`src/rtl/mcode_alu.sv`:
```
module mcode_alu #(
  parameter int W  = 16,
  parameter int NW = 10
) (
  input  logic          clk,
  input  logic          rst_n,
  input  logic [W-1:0]  bus_in,
  input  logic [3:0]    aluf,
  input  logic [3:0]    f1,
  input  logic [3:0]    f2,
  input  logic          load_l,
  input  logic          load_t,
  input  logic          skip,
  output logic [W-1:0]  alu_o,
  output logic [W-1:0]  sh_o,
  output logic [W-1:0]  l_q,
  output logic [W-1:0]  t_q,
  output logic          cy_q,
  output logic [NW-1:0] br_or
);
  localparam int HB = W / 2;

  logic [W-1:0] addb, res;
  logic [W:0]   sum;
  logic         cin, arith, t_from_alu, cy_d;

  assign sum = {1'b0, bus_in} + {1'b0, addb} + {{W{1'b0}}, cin};

  always_comb begin
    addb = '0; cin = 1'b0; arith = 1'b0; t_from_alu = 1'b0; res = '0;
    case (aluf)
      4'o00: begin res = bus_in;          t_from_alu = 1'b1; end
      4'o01:       res = t_q;
      4'o02: begin res = bus_in | t_q;    t_from_alu = 1'b1; end
      4'o03:       res = bus_in & t_q;
      4'o04:       res = bus_in ^ t_q;
      4'o05: begin cin = 1'b1;  arith = 1'b1; t_from_alu = 1'b1; end
      4'o06: begin addb = '1;   arith = 1'b1; t_from_alu = 1'b1; end
      4'o07: begin addb = t_q;  arith = 1'b1; end
      4'o10: begin addb = ~t_q; cin = 1'b1; arith = 1'b1; end
      4'o11: begin addb = ~t_q; arith = 1'b1; end
      4'o12: begin addb = t_q;  cin = 1'b1; arith = 1'b1; t_from_alu = 1'b1; end
      4'o13: begin cin = skip;  arith = 1'b1; t_from_alu = 1'b1; end
      4'o14: begin res = bus_in & t_q;    t_from_alu = 1'b1; end
      4'o15:       res = bus_in & ~t_q;
      default: arith = 1'b1;
    endcase
  end

  wire zero_code = (aluf[3:1] == 3'b111);
  assign alu_o = (arith && !zero_code) ? sum[W-1:0] : res;
  assign cy_d  = arith && !zero_code && sum[W];

  always_ff @(posedge clk) begin
    if (!rst_n) begin
      l_q <= '0; t_q <= '0; cy_q <= 1'b0;
    end else begin
      if (load_l) begin
        l_q  <= alu_o;
        cy_q <= cy_d;
      end
      if (load_t) t_q <= t_from_alu ? alu_o : bus_in;
    end
  end

  always_comb begin
    case (f1)
      4'd4:    sh_o = {l_q[W-2:0], 1'b0};
      4'd5:    sh_o = {1'b0, l_q[W-1:1]};
      4'd6:    sh_o = {l_q[HB-1:0], l_q[W-1:HB]};
      default: sh_o = l_q;
    endcase
  end

  always_comb begin
    br_or = '0;
    case (f2)
      4'd1: br_or[0] = (bus_in == '0);
      4'd2: br_or[0] = sh_o[W-1];
      4'd3: br_or[0] = (sh_o == '0);
      4'd4: br_or = bus_in[NW-1:0];
      4'd5: br_or[0] = ~cy_q;
      default: br_or = '0;
    endcase
  end

  AST_L_HOLD:   assert property (@(posedge clk) disable iff (!rst_n) !load_l |=> $stable(l_q));
  AST_T_HOLD:   assert property (@(posedge clk) disable iff (!rst_n) !load_t |=> $stable(t_q));
  AST_CY_LOGIC: assert property (@(posedge clk) disable iff (!rst_n)
                  (load_l && (aluf <= 4'o04 || aluf == 4'o14 || aluf == 4'o15)) |=> !cy_q);
  AST_ZERO_OP:  assert property (@(posedge clk) disable iff (!rst_n)
                  (load_l && aluf[3:1] == 3'b111) |=> (l_q == '0 && !cy_q));
  AST_T_BUS:    assert property (@(posedge clk) disable iff (!rst_n)
                  (load_t && aluf == 4'o01) |=> t_q == $past(bus_in));
  AST_SH_FILL:  assert property (@(posedge clk) disable iff (!rst_n)
                  (f1 == 4'd5 |-> !sh_o[W-1]) and (f1 == 4'd4 |-> !sh_o[0]));
endmodule

```
`config.mk`:
```
export PLATFORM = sky130hd
export DESIGN_NAME = mcode_alu
export DESIGN_NICKNAME = d
export VERILOG_FILES = /design/src/rtl/mcode_alu.sv
export SDC_FILE = /design/constraint.sdc
export NUM_CORES = 1
export LEC_CHECK = 0
export ABC_AREA = 1
export BUFFER_PORTS_ARGS = -buffer_cell sky130_fd_sc_hd__buf_2
export CAP_MARGIN = 20
export CORE_ASPECT_RATIO = 1.4
export CORE_UTILIZATION = 25
export CTS_CLUSTER_DIAMETER = 120
export DETAILED_ROUTE_END_ITERATION = 8
export PLACE_DENSITY = 0.5
export SKIP_LAST_GASP = 1
export SYNTH_ARGS = -nofsm -noshare
export SYNTH_HDL_FRONTEND = slang
export SYNTH_SLANG_ARGS = --single-unit
```
`constraint.sdc`:
```
create_clock -name clk -period 4 [get_ports clk]
set_input_delay 0.8 -clock clk [delete_from_list [all_inputs] [get_ports clk]]
set_output_delay 0.8 -clock clk [all_outputs]
set_load 0.1 [all_outputs]
```
Word level (Yosys, flattened, before mapping)
Cells that the tools add are included.

word-level totals
  flip-flop bits (word level) = 33
  latch bits = 0
  bits in writable memories = 0
  memory bits (read-only) = 0
  logic and storage cells = 55
  memories kept = 0

cells by class
  add/subtract/negate cells = 2
  $mul = 0
  div/mod/pow operators = 0
  order comparisons = 0
  equality and inequality tests = 22
  shifts and indexed selects = 0
  muxes and demuxes = 10
  bitwise gates (word level) = 6
  reduce and logical (&&, ||, !) cells = 12

operator list
  operator                                                          number
  16-bit one-hot mux with 3 select lines                            2
  16-bit one-hot mux with 6 select lines                            1
  4-bit by 3-bit == test with 1-bit output (second input constant)  9
  16-bit AND                                                        2
  16-bit logical NOT                                                2
  16-bit two-way mux                                                2
  4-bit == test (second input constant)                             6
  16-bit by 16-bit adder with 17-bit output                         1
  17-bit by 1-bit adder with 17-bit output                          1
  4-bit by 2-bit == test with 1-bit output (second input constant)  4
  16-bit NOT                                                        1
  16-bit OR                                                         1
  16-bit XOR                                                        1
  7-bit OR reduction                                                2
  9-bit two-way mux                                                 1
  4-bit by 1-bit == test with 1-bit output (second input constant)  2
  2-bit OR reduction                                                3
  1-bit one-hot mux with 5 select lines                             1
  4-bit logical NOT                                                 1
  3-bit == test (second input constant)                             1
  3-bit OR reduction                                                1
  1-bit logical AND                                                 2
  1-bit two-way mux                                                 2
  1-bit one-hot mux with 2 select lines                             1
  other kinds (2)                                                   2

Longest topological paths before layout
Gate-level depths: netlist of run 1.

  word-level depth = 7
  mapped depth = 21
  mapped depth without buffers = 21

Worst setup path before layout of run 1
OpenSTA, ideal clock, no wires.

  kind = register -> output
  start point = register l_q[14]
  end point = output port br_or[0]
  arrival time = 3.668 ns
  data required time = 3.200 ns
  path slack = -0.468 ns
  stages on the path, launching flop included = 5
  cell sequence = dfxtp_1 -> inv_1 -> o211ai_1 -> a211oi_1 -> nand2_1

between the ends
  longest elaborated chain between the ends = 3

RTL lines
  element                                     line  text
  start: declaration                          16    output logic [W-1:0] l_q,
  start signal: assignment                    59    l_q <= alu_o;
  16-bit one-hot mux with 3 select lines (*)  67    case (f1)
  named net sh_o[15]                          15    output logic [W-1:0] sh_o,
  16-bit logical NOT                          80    4'd3: br_or[0] = (sh_o == '0);
  1-bit one-hot mux with 5 select lines (*)   77    case (f2)
  end: declaration                            19    output logic [NW-1:0] br_or

Mark *: on every way through the listed nets, which the timed path passes. The rest lies on a longest branch.

Final worst setup path of run 1
  start point = input port aluf[2]
  end point = output port alu_o[5]

between the ends
  longest elaborated chain between the ends = 6
  elaborated cells on any way between the ends = 29

RTL lines
  element                                                                    line  text
  start: declaration                                                         8     input logic [3:0] aluf,
  4-bit == test or 4-bit by 3-bit == test with 1-bit output (tied branches)  31    case (aluf)
  2-bit OR reduction (no line)                                               -
  16-bit one-hot mux with 3 select lines                                     31
  16-bit by 16-bit adder with 17-bit output                                  27    assign sum = {1'b0, bus_in} + {1'b0, addb} + {{W{1'b0}}, cin};
  17-bit by 1-bit adder with 17-bit output                                   27
  16-bit two-way mux (*)                                                     51    assign alu_o = (arith && !zero_code) ? sum[W-1:0] : res;
  end: declaration                                                           14    output logic [W-1:0] alu_o,

Every way passes the cells marked *; elsewhere a longest branch is shown, timed or not.

==> results of run 1 <==
==> final timing paths <==
check	start	end	slack, ns	cells past startpoint
worst min register to register	cy_q$_SDFFE_PN0P_	cy_q$_SDFFE_PN0P_	0.48	2
worst max-delay path	aluf[2]	alu_o[5]	0.14	16
worst min-delay path	cy_q$_SDFFE_PN0P_	cy_q$_SDFFE_PN0P_	0.48	2
worst max register to register	t_q[0]$_SDFFE_PN0P_	l_q[12]$_SDFFE_PN0P_	1.34	19
==> power groups by stage <==
| stage | sequential (W) | clock, W | combinational [W] |
|---|---|---|---|
| final | 0.000407 | 0.000478 | 0.00142 |
| after global routing | 0.000412 | 0.000503 | 0.00151 |
| after CTS | 0.000406 | 0.000486 | 0.00136 |
| after detailed placement | 0.000414 | 0 | 0.00135 |
| after global placement | 0.000414 | 0 | 0.00135 |
| after floorplan | 0.000607 | 0 | 0.000759 |
==> registers in the layout, indices dropped and copies added (netlist names) <==
name and count:
l_q 16, t_q 16, cy_q 1
==> timing repair <==
action	CTS	global route
pin swaps	1	14
endpoints found under the setup margin	3	12
cloned	0	0
gates resized for setup	5	52
endpoints found under the hold margin	0	0
setup buffers	1	4
==> worst max-delay path: stages <==
cell and delay [ns]:
buf_2 0.12, inv_1 0.07, nand2_2 0.12, nor2_1 0.08, buf_4 0.15, a21oi_1 0.12
nand2_1 0.06, ha_1 0.30, or2_4 0.27, nand3b_1 0.08, nand2_1 0.08, or2_2 0.27
nand2_1 0.10, and3_4 0.20, inv_1 0.05, buf_6 0.18
==> kinds of logic (layout without fill, tap and decap cells) <==
family	Yosys count	after routing	synth area share
compound gates	149	149	0.184
flops	33	33	0.148
xor+xnor	2	2	0.00393
fa+ha+maj	33	33	0.0959
buf+inv	165	318	0.147
simple gates	443	443	0.421
==> metrics by stage <==
step / util / area [sq um]
final: 0.364 / 6330
after floorplan: - / 4500
after CTS: 0.346 / 6020
after detailed placement: 0.335 / 5830
after global placement: 0.335 / 5830
after global routing: 0.364 / 6330
==> synth_stat cells, drive strengths merged, types with 2 or more instances <==
| cell type | count | area share |
|---|---|---|
| a211oi | 4 | 0.010 |
| a21oi | 68 | 0.076 |
| buf | 11 | 0.017 |
| clkbuf | 11 | 0.0093 |
| dfxtp | 33 | 0.15 |
| fa | 2 | 0.0090 |
| ha | 31 | 0.087 |
| inv | 142 | 0.12 |
| nand2 | 274 | 0.24 |
| nand3 | 43 | 0.050 |
| nand3b | 5 | 0.012 |
| nand4 | 11 | 0.015 |
| nor2 | 90 | 0.083 |
| nor3 | 12 | 0.013 |
| nor4 | 2 | 0.0028 |
| o2111ai | 9 | 0.018 |
| o211ai | 2 | 0.0034 |
| o21ai | 60 | 0.067 |
| o21bai | 3 | 0.0050 |
| o22ai | 2 | 0.0028 |
| or2 | 5 | 0.0070 |
==> area by class of cell <==
cell class	instances	area (sq um)	area share
Sequential cell	33	662	0.105
Inverter	143	537	0.0847
Clock buffer	7	143	0.0225
Multi-Input combinational cell	627	3460	0.546
Timing Repair Buffer	167	1210	0.190
Tap cell	236	295	0.0466
Clock inverter	1	30.0	0.00474
==> metal layers <==
metal	part of all wire	vias to the layer above
li1	-	2923
met1	0.41	2619
met2	0.52	155
met3	0.042	33
met4	0.026	0
met5	0	-
==> flow_summary_export.csv, run 1 <==
group,metric,value,unit
power,p_leak,3.44,nW
timing,setup_viol,0,
cts,hold_buffers,0,
timing,finalMaxSlewViolations,0,
power,seqPwrFrac,0.176,
floorplan,initial_core_util,0.256,
setup_path,worstPathArrival,3.06,ns
placement,dp_worst_setup_slack,-0.0567,ns
placement,port_buffers,107,
floorplan,die_h,160,microns
power,swShare,0.535,
timing,hold_viol,0,
global_route,use_met3,0.0205,
setup_path,path_class,"in2out",
cts,cts_tree,"built",
worst_hold_path,min_path_type,"reg2reg",
placement,placedCellCount,1200,
power,comb_power_share,0.616,
timing,fin_crit_sh,0.966,
placement,routabilityCongestion,0.907,
timing,fin_ws,0.137,ns
final_layout,stdcell_count,1214,
final_layout,area_growth_syn_to_layout,42.0,%
cts,ctsLongestPathBuffers,2,
final_layout,nFillCells,1961,
cts,clkLatencyLatePin,0.29,ns
final_layout,final_cell_mix,"nand2_1, inv_1, buf_2",
setup_path,worst-endpoint-required,3.20,ns
global_route,grt_pass1_wl,28800,microns
routing,postRouteAntennaNets,0,
floorplan,ios,108,
timing,worst_pin_slew,0.869,ns
routing,route.detailed.wl_per_inst,15.3,microns
setup_path,cp-end-kind,"output port",
floorplan,core_area,0.0174,sq mm
timing,fin_setup_tns,0,ns
routing,postRouteWirelength,18600,microns
synthesis,synth_nets,891,
final_layout,antennaDiodeCount,0,
global_route,grtUsageMet2,0.377,
synthesis,syn_area,0.00446,sq mm
cts,h-tree-depth,2,
synthesis,ys_ff_latch,33,
synthesis,syn_inst,825,
global_route,grt-busiest-layer,"met2",
cts,cts_buffers,5,
timing,slew_headroom,0.420,
floorplan,rows,57,
synthesis,seq_area_frac_synth,0.148,
run,drv_cap,0,
cts,clkTransAtPathRegs,0.05,ns
floorplan,dieArea,0.0184,sq mm
power,cellPowerDensity,364,mW/mm^2
timing,period_minus_slack,3.86,ns
global_route,grt_max_degree,24,
run_status,status,"finished, final reports clean",
floorplan,dieWidth,115,microns
placement,post-dp-hpwl,14800,microns
final_layout,nNetsFinal,1043,
routing,drt-initial-drc-count,333,
routing,dr.pass1.iters,5,
cts,cts-root-buf,"clkbuf_16",
power,power.total,0.00231,W
power,p_switching,0.00123,W
global_route,antenna_found_initial,0,
power,peakVddDrop,148,uV
synthesis,async_reset_ff_frac,0,
routing,drc,0,
timing,fmax,259,MHz
setup_path,crit_fanout,4,
synthesis,postSynthAreaPerCell,5.41,sq um
global_route,grt.overflow.total,0,
power,power_frac_clock,0.207,
power,p_int,0.00107,W
synthesis,synth_ff_type,"dfxtp_1",
global_route,use_met1,0.233,
final_layout,final_layout_size_suffix_gt1_frac,0.270,
synthesis,synth_warnings,0,
synthesis,synth_edf_count,0,
global_route,grt_usage,0.203,
setup_path,start_kind,"primary input",
routing,vias,5730,
timing,finClkSkew,0.0116,ns
routing,via_per_inst,4.72,
global_route,grt_pass1_vias,5484,
synthesis,ys_types,39,
cts,cts.sinks,33,
final_layout,mostFrequentLayoutCell,"nand2_1",
timing,holdWs,0.479,ns
Power figures use the tool's default switching activity.
==> inputs of run 2 (changes only) <==
--- a/config.mk
+++ b/config.mk
@@ -5,14 +5,13 @@
 export SDC_FILE = /design/constraint.sdc
 export NUM_CORES = 1
 export LEC_CHECK = 0
-export ABC_AREA = 1
 export BUFFER_PORTS_ARGS = -buffer_cell sky130_fd_sc_hd__buf_2
 export CAP_MARGIN = 20
 export CORE_ASPECT_RATIO = 1.4
 export CORE_UTILIZATION = 25
 export CTS_CLUSTER_DIAMETER = 120
 export DETAILED_ROUTE_END_ITERATION = 8
-export PLACE_DENSITY = 0.5
+export PLACE_DENSITY = 0.51
 export SKIP_LAST_GASP = 1
 export SYNTH_ARGS = -nofsm -noshare
 export SYNTH_HDL_FRONTEND = slang
==> run 2 against run 1 <==
Compared with the run above: clock power is 18% lower; via count is 3.0% lower; maximum frequency is 10% lower; the flow now finishes with violations (negative setup slack).
==> flow_summary_export.csv, run 2 <==
group,metric,value,unit
routing,via_per_inst,5.44,
final_layout,nNetsFinal,883,
routing,vias,5556,
synthesis,synth_edf_count,0,
cts,clkTransAtPathRegs,0.06,ns
placement,routabilityCongestion,0.934,
final_layout,antennaDiodeCount,0,
global_route,grt.overflow.total,0,
final_layout,post-route-util,0.404,
synthesis,synth_warnings,0,
run_status,status,"finished with violations",
timing,fmax,232,MHz
floorplan,dieWidth,112,microns
timing,worst_pin_slew,0.716,ns
cts,cts.sinks,33,
global_route,use_met1,0.262,
global_route,grt-busiest-layer,"met2",
final_layout,stdcell_count,1021,
cts,cts_buffers,5,
global_route,use_met3,0.0240,
timing,fin_crit_sh,1.08,
routing,drc,0,
timing,period_minus_slack,4.32,ns
synthesis,syn_inst,617,
global_route,grt_usage,0.219,
synthesis,synth_xor_area_frac,0.0185,
worst_hold_path,min_path_type,"reg2reg",
global_route,grt_pass1_wl,29900,microns
setup_path,crit_family,"compound AO/OA/AOI/OAI gates",
synthesis,synth_top_area_share,0.155,
placement,post-dp-hpwl,15500,microns
timing,slew_headroom,0.522,
floorplan,rows,56,
synthesis,yosys.area_share.adder,0.100,
timing,finClkSkew,0.0104,ns
synthesis,async_reset_ff_frac,0,
synthesis,postSynthAreaPerCell,6.92,sq um
cts,h-tree-depth,2,
routing,route.detailed.wl_per_inst,19.0,microns
setup_path,crit_fanout,6,
setup_path,max_stage_delay,0.36,ns
synthesis,synthTopCellsByCount,"o21ai_0, a21oi_1, inv_1",
power,power.total,0.00240,W
global_route,grt_max_degree,41,
final_layout,area_growth_syn_to_layout,58.4,%
run_status,violations,"negative setup slack",
timing,fin_ws,-0.316,ns
synthesis,synth_ff_type,"dfxtp_1",
setup_path,cp_cell_sequence,"buf_6 -> nand2b_4 -> o21ai_4 -> a21oi_2 -> o22ai_2 -> fa_2 -> inv_2 -> fa_2 -> nand2b_4 -> a21oi_4 -> o21bai_1 -> a211oi_2 -> nor3_1 -> o31a_1 -> clkinvlp_4 -> buf_12",
synthesis,synth.most_common_cell,"o21ai_0",
synthesis,synth_compound_area_frac,0.390,
synthesis,synth_top_family_by_area,"compound AO/OA/AOI/OAI gates",
setup_path,crit_buf_inv,4,
setup_path,worstPathArrival,3.52,ns
setup_path,critPathSlowestCell,"o31a_1",
timing,rsz0062_at_grt,"yes",
synthesis,synthTopCellsByArea,"dfxtp_1, ha_1, o21ai_0",
cts,clkLatencyLatePin,0.29,ns
synthesis,ys_ff_latch,33,
final_layout,final_cell_mix,"buf_4, buf_2, o21ai_0",
final_layout,final_layout_size_suffix_gt1_frac,0.412,
timing,holdWs,0.513,ns
cts,cts_tree,"built",
floorplan,die_h,157,microns
placement,port_buffers,107,
synthesis,synth_nets,683,
global_route,antenna_found_initial,0,
setup_path,worst-endpoint-required,3.20,ns
timing,finalMaxSlewViolations,0,
synthesis,seq_area_frac_synth,0.155,
setup_path,path_class,"in2out",
synthesis,synth-simple-area-share,0.233,
final_layout,mostFrequentLayoutCell,"buf_4",
setup_path,cp-end-kind,"output port",
cts,cts-root-buf,"clkbuf_16",
floorplan,core_area,0.0167,sq mm
cts,ctsLongestPathBuffers,2,
routing,dr.pass1.iters,5,
run,drv_cap,0,
synthesis,synth.area.mux_share,0.0220,
timing,fin_setup_tns,-2.26,ns
routing,postRouteAntennaNets,0,
timing,setup_viol,12,
timing,hold_viol,0,
synthesis,netlist.top_cell.by_area,"dfxtp_1",
global_route,grtUsageMet2,0.390,
placement,placedCellCount,999,
setup_path,start_kind,"primary input",
power,cellPowerDensity,354,mW/mm^2
floorplan,initial_core_util,0.255,
global_route,grt_pass1_vias,5468,
floorplan,dieArea,0.0176,sq mm
routing,drt-initial-drc-count,427,
final_layout,top_regs,"l_q (16), t_q (16), cy_q (1)",
floorplan,ios,108,
power,p_leak,3.01,nW
synthesis,ys_types,76,
synthesis,syn_area,0.00427,sq mm
cts,hold_buffers,0,
power,peakVddDrop,155,uV
routing,postRouteWirelength,19400,microns
-- run 2: final timing paths --
path                  startpoint                    to  slack [ns]  cells past startpoint
min reg2reg  l_q[0]$_SDFFE_PN0P_   l_q[0]$_SDFFE_PN0P_        0.51                      1
min          l_q[0]$_SDFFE_PN0P_   l_q[0]$_SDFFE_PN0P_        0.51                      1
max reg2reg  t_q[1]$_SDFFE_PN0P_  t_q[11]$_SDFFE_PN0P_        1.07                     14
max                      aluf[2]             alu_o[12]       -0.32                     16
-- run 2: layout make-up --
| cell class | instances | area, sq um |
|---|---|---|
| fillers | 1750 | 9980 |
| clock inverters | 2 | 10.0 |
| well taps | 203 | 254 |
| flip-flops and latches | 33 | 661 |
| repair buffers | 230 | 1740 |
| inverters | 51 | 221 |
| clock buffers | 6 | 129 |
| multi-input cells | 496 | 3750 |
-- run 2: report_power, final --
group	internal [W]	switching [W]	total [W]
clock network	0.000229	0.000164	0.000394
registers	0.000358	0.0000584	0.000417
logic	0.000516	0.00107	0.00159
-- run 2: cells by family after synthesis --
family                   count (synthesis)
adder cells (fa/ha/maj)                 33
XOR/XNOR                                 9
flip-flops                              33
AND/OR/NAND/NOR                        194
AO/OA/AOI/OAI                          251
buffers and inverters                   88
multiplexers                             9
-- run 2: per-layer routing --
| metal | wire length [microns] | vias up | part of all wire |
|---|---|---|---|
| li1 | - | 2707 | - |
| met1 | 8300 | 2618 | 0.43 |
| met2 | 9420 | 187 | 0.49 |
| met3 | 793 | 44 | 0.041 |
| met4 | 841 | 0 | 0.043 |
| met5 | 0 | - | 0 |
-- run 2: through the flow --
stage,cell area [sq um],setup WS (ns)
after floorplan,4630,-0.457
after global placement,6250,-0.573
after detailed placement,6250,-0.617
after CTS,6620,-0.344
after global routing,6770,-0.450
final,6770,-0.316
-- run 2: worst register-to-register path, delay by kind of cell, from the launching register on --
family	cells	cell delay, ns
AOI/OAI and AO/OA	5	1.24
adders and majority gates	1	0.26
buffers and inverters	3	0.31
DFF	1	0.37
muxes	1	0.19
and+or+nand+nor	4	0.43
-- run 2: timing repair --
action,4_1_cts,5_1_grt
resized for setup,42,19
buffers inserted,7,7
pin swaps,34,24
endpoints found under the setup margin,13,13
==> inputs of run 3 (changes only) <==
--- a/config.mk
+++ b/config.mk
@@ -7,11 +7,12 @@
 export LEC_CHECK = 0
 export BUFFER_PORTS_ARGS = -buffer_cell sky130_fd_sc_hd__buf_2
 export CAP_MARGIN = 20
-export CORE_ASPECT_RATIO = 1.4
+export CORE_ASPECT_RATIO = 0.8
 export CORE_UTILIZATION = 25
 export CTS_CLUSTER_DIAMETER = 120
 export DETAILED_ROUTE_END_ITERATION = 8
 export PLACE_DENSITY = 0.51
+export SETUP_SLACK_MARGIN = 0.05
 export SKIP_LAST_GASP = 1
 export SYNTH_ARGS = -nofsm -noshare
 export SYNTH_HDL_FRONTEND = slang
==> run 3 against run 2 <==
Compared with the run above: the flow still finishes with violations (negative setup slack); clock power down 2%; cell area up 2.6%; non-clock buffer count up 18; combinational power up 3%; largest cell class unchanged; largest power group unchanged.
==> flow_summary_export.csv, run 3 (synthesis gave the netlist of run 2 again) <==
group,metric,value,unit
run_status,status,"finished with violations",
run_status,violations,"negative setup slack",
cts,cts-root-buf,"clkbuf_16",
routing,via_per_inst,5.45,
cts,ctsLongestPathBuffers,2,
placement,placed_area,0.00634,sq mm
final_layout,antennaDiodeCount,0,
timing,rsz0062_at_grt,"yes",
cts,cts.sinks,33,
setup_path,worstPathArrival,3.62,ns
worst_hold_path,whs_path_depth,1,
placement,post-dp-hpwl,15500,microns
setup_path,crit_top_cell,"buf_6",
routing,postRouteAntennaNets,0,
floorplan,core_area,0.0166,sq mm
power,p_switching,0.00131,W
setup_path,cp-end-kind,"output port",
floorplan,rows,42,
cts,clkTransAtPathRegs,0.06,ns
power,cellPowerDensity,352,mW/mm^2
power,p_int,0.00113,W
setup_path,cp_cell_sequence,"buf_6 -> nand2b_4 -> o21ai_4 -> buf_6 -> a21oi_4 -> o22ai_1 -> ha_1 -> and2_4 -> a221oi_4 -> a211o_4 -> a211oi_2 -> or4_4 -> a31oi_4 -> clkinvlp_4 -> buf_12",
setup_path,worst-endpoint-required,3.20,ns
global_route,grt_pass1_wl,31000,microns
final_layout,finalInstanceArea,0.00694,sq mm
power,seqPwrFrac,0.171,
power,power_frac_clock,0.158,
routing,vias,5757,
routing,drc,0,
final_layout,area_growth_syn_to_layout,62.5,%
global_route,grt_max_degree,41,
final_layout,final_cell_mix,"buf_4, buf_2, o21ai_0",
setup_path,start_kind,"primary input",
setup_path,max_stage_delay,0.49,ns
timing,fin_ws,-0.421,ns
timing,worst_pin_slew,0.762,ns
placement,routabilityCongestion,0.936,
timing,holdWs,0.537,ns
placement,dp_worst_setup_slack,-0.525,ns
timing,setup_viol,12,
timing,fmax,226,MHz
floorplan,dieArea,0.0176,sq mm
cts,hold_buffers,0,
power,swShare,0.536,
power,p_leak,3.11,nW
global_route,antenna_found_initial,0,
final_layout,post-route-util,0.418,
final_layout,mostFrequentLayoutCell,"buf_4",
timing,slew_headroom,0.487,
worst_hold_path,min_path_type,"reg2reg",
setup_path,r2r_cells,18,
routing,drt-initial-drc-count,457,
cts,cts_tree,"built",
cts,clkLatencyLatePin,0.29,ns
timing,fin_crit_sh,1.11,
routing,postRouteWirelength,19900,microns
global_route,grt_usage,0.225,
timing,period_minus_slack,4.42,ns
floorplan,die_h,119,microns
global_route,grt_pass1_vias,5384,
timing,finClkSkew,0.00629,ns
final_layout,final_layout_size_suffix_gt1_frac,0.427,
setup_path,critPathSlowestCell,"or4_4",
floorplan,ios,108,
cts,cts_buffers,5,
timing,hold_viol,0,
run,drv_cap,0,
setup_path,crit_fanout,6,
routing,route.detailed.wl_per_inst,18.8,microns
power,peakVddDrop,247,uV
global_route,grt.overflow.total,0,
final_layout,nFillCells,1744,
setup_path,path_class,"in2out",
power,comb_power_share,0.672,
floorplan,initial_core_util,0.257,
placement,port_buffers,107,
final_layout,top_regs,"l_q (16), t_q (16), cy_q (1)",
routing,dr.pass1.iters,5,
cts,h-tree-depth,2,
timing,finalMaxSlewViolations,0,
floorplan,dieWidth,148,microns
final_layout,nNetsFinal,901,
-- run 3: cell types whose count changed in the layout (fill, tap and decap cells not counted), sizes merged --
cell,previous run,this run
clkinvlp,8,9
buf,230,247
-- run 3: worst paths after layout --
kind,startpoint,slack (ns),end
min reg2reg,l_q[0]$_SDFFE_PN0P_,0.54,l_q[0]$_SDFFE_PN0P_
max,aluf[2],-0.42,alu_o[15]
min,l_q[0]$_SDFFE_PN0P_,0.54,l_q[0]$_SDFFE_PN0P_
max reg2reg,t_q[0]$_SDFFE_PN0P_,0.75,t_q[6]$_SDFFE_PN0P_
-- run 3: power by group through the flow --
| stage | sequential (W) | combinational (W) | clock, W |
|---|---|---|---|
| 2_1_floorplan | 0.000610 | 0.000844 | 0 |
| 3_3_place_gp | 0.000420 | 0.00151 | 0 |
| 4_1_cts | 0.000413 | 0.00158 | 0.000388 |
| 6_report | 0.000417 | 0.00164 | 0.000385 |
| 3_5_place_dp | 0.000420 | 0.00151 | 0 |
| 5_1_grt | 0.000420 | 0.00173 | 0.000405 |
-- run 3: through the flow --
step / setup TNS [ns] / instances / total power [W]
after floorplan: -3.44 / 617 / 0.00145
after global placement: -3.62 / 1025 / 0.00193
after detailed placement: -3.72 / 1025 / 0.00193
after CTS: -2.17 / 1051 / 0.00238
after global routing: -4.60 / 1056 / 0.00255
final: -3.07 / 1056 / 0.00244
-- run 3: what timing repair did --
item	4_1_cts	5_1_grt
gates resized for setup	31	35
pin swaps	22	24
buffers inserted	18	9
setup endpoints to repair	13	16
gates cloned	0	0
-- run 3: final cells by class --
| class | instances | area, sq um | share of cell area |
|---|---|---|---|
| multi-input combinational | 496 | 3760 | 0.541 |
| timing repair buffer | 248 | 1890 | 0.272 |
| clock buffer | 5 | 125 | 0.0180 |
| inverter | 51 | 221 | 0.0319 |
| sequential | 33 | 661 | 0.0952 |
| tap | 220 | 275 | 0.0396 |
| clock inverter | 3 | 17.5 | 0.00252 |
-- run 3: metal layers --
metal,vias to the layer above,share of wire,GRT usage
met5,-,0,0
met4,0,0.011,0.0309
met3,18,0.065,0.0295
met2,233,0.43,0.342
met1,2761,0.49,0.339
li1,2745,-,-
-- run 3: worst max-delay path, delay by kind of cell --
family,cells,cell delay (ns)
simple gates,3,0.82
compound gates,7,1.18
fa+ha+maj,1,0.26
buf+inv,4,0.56
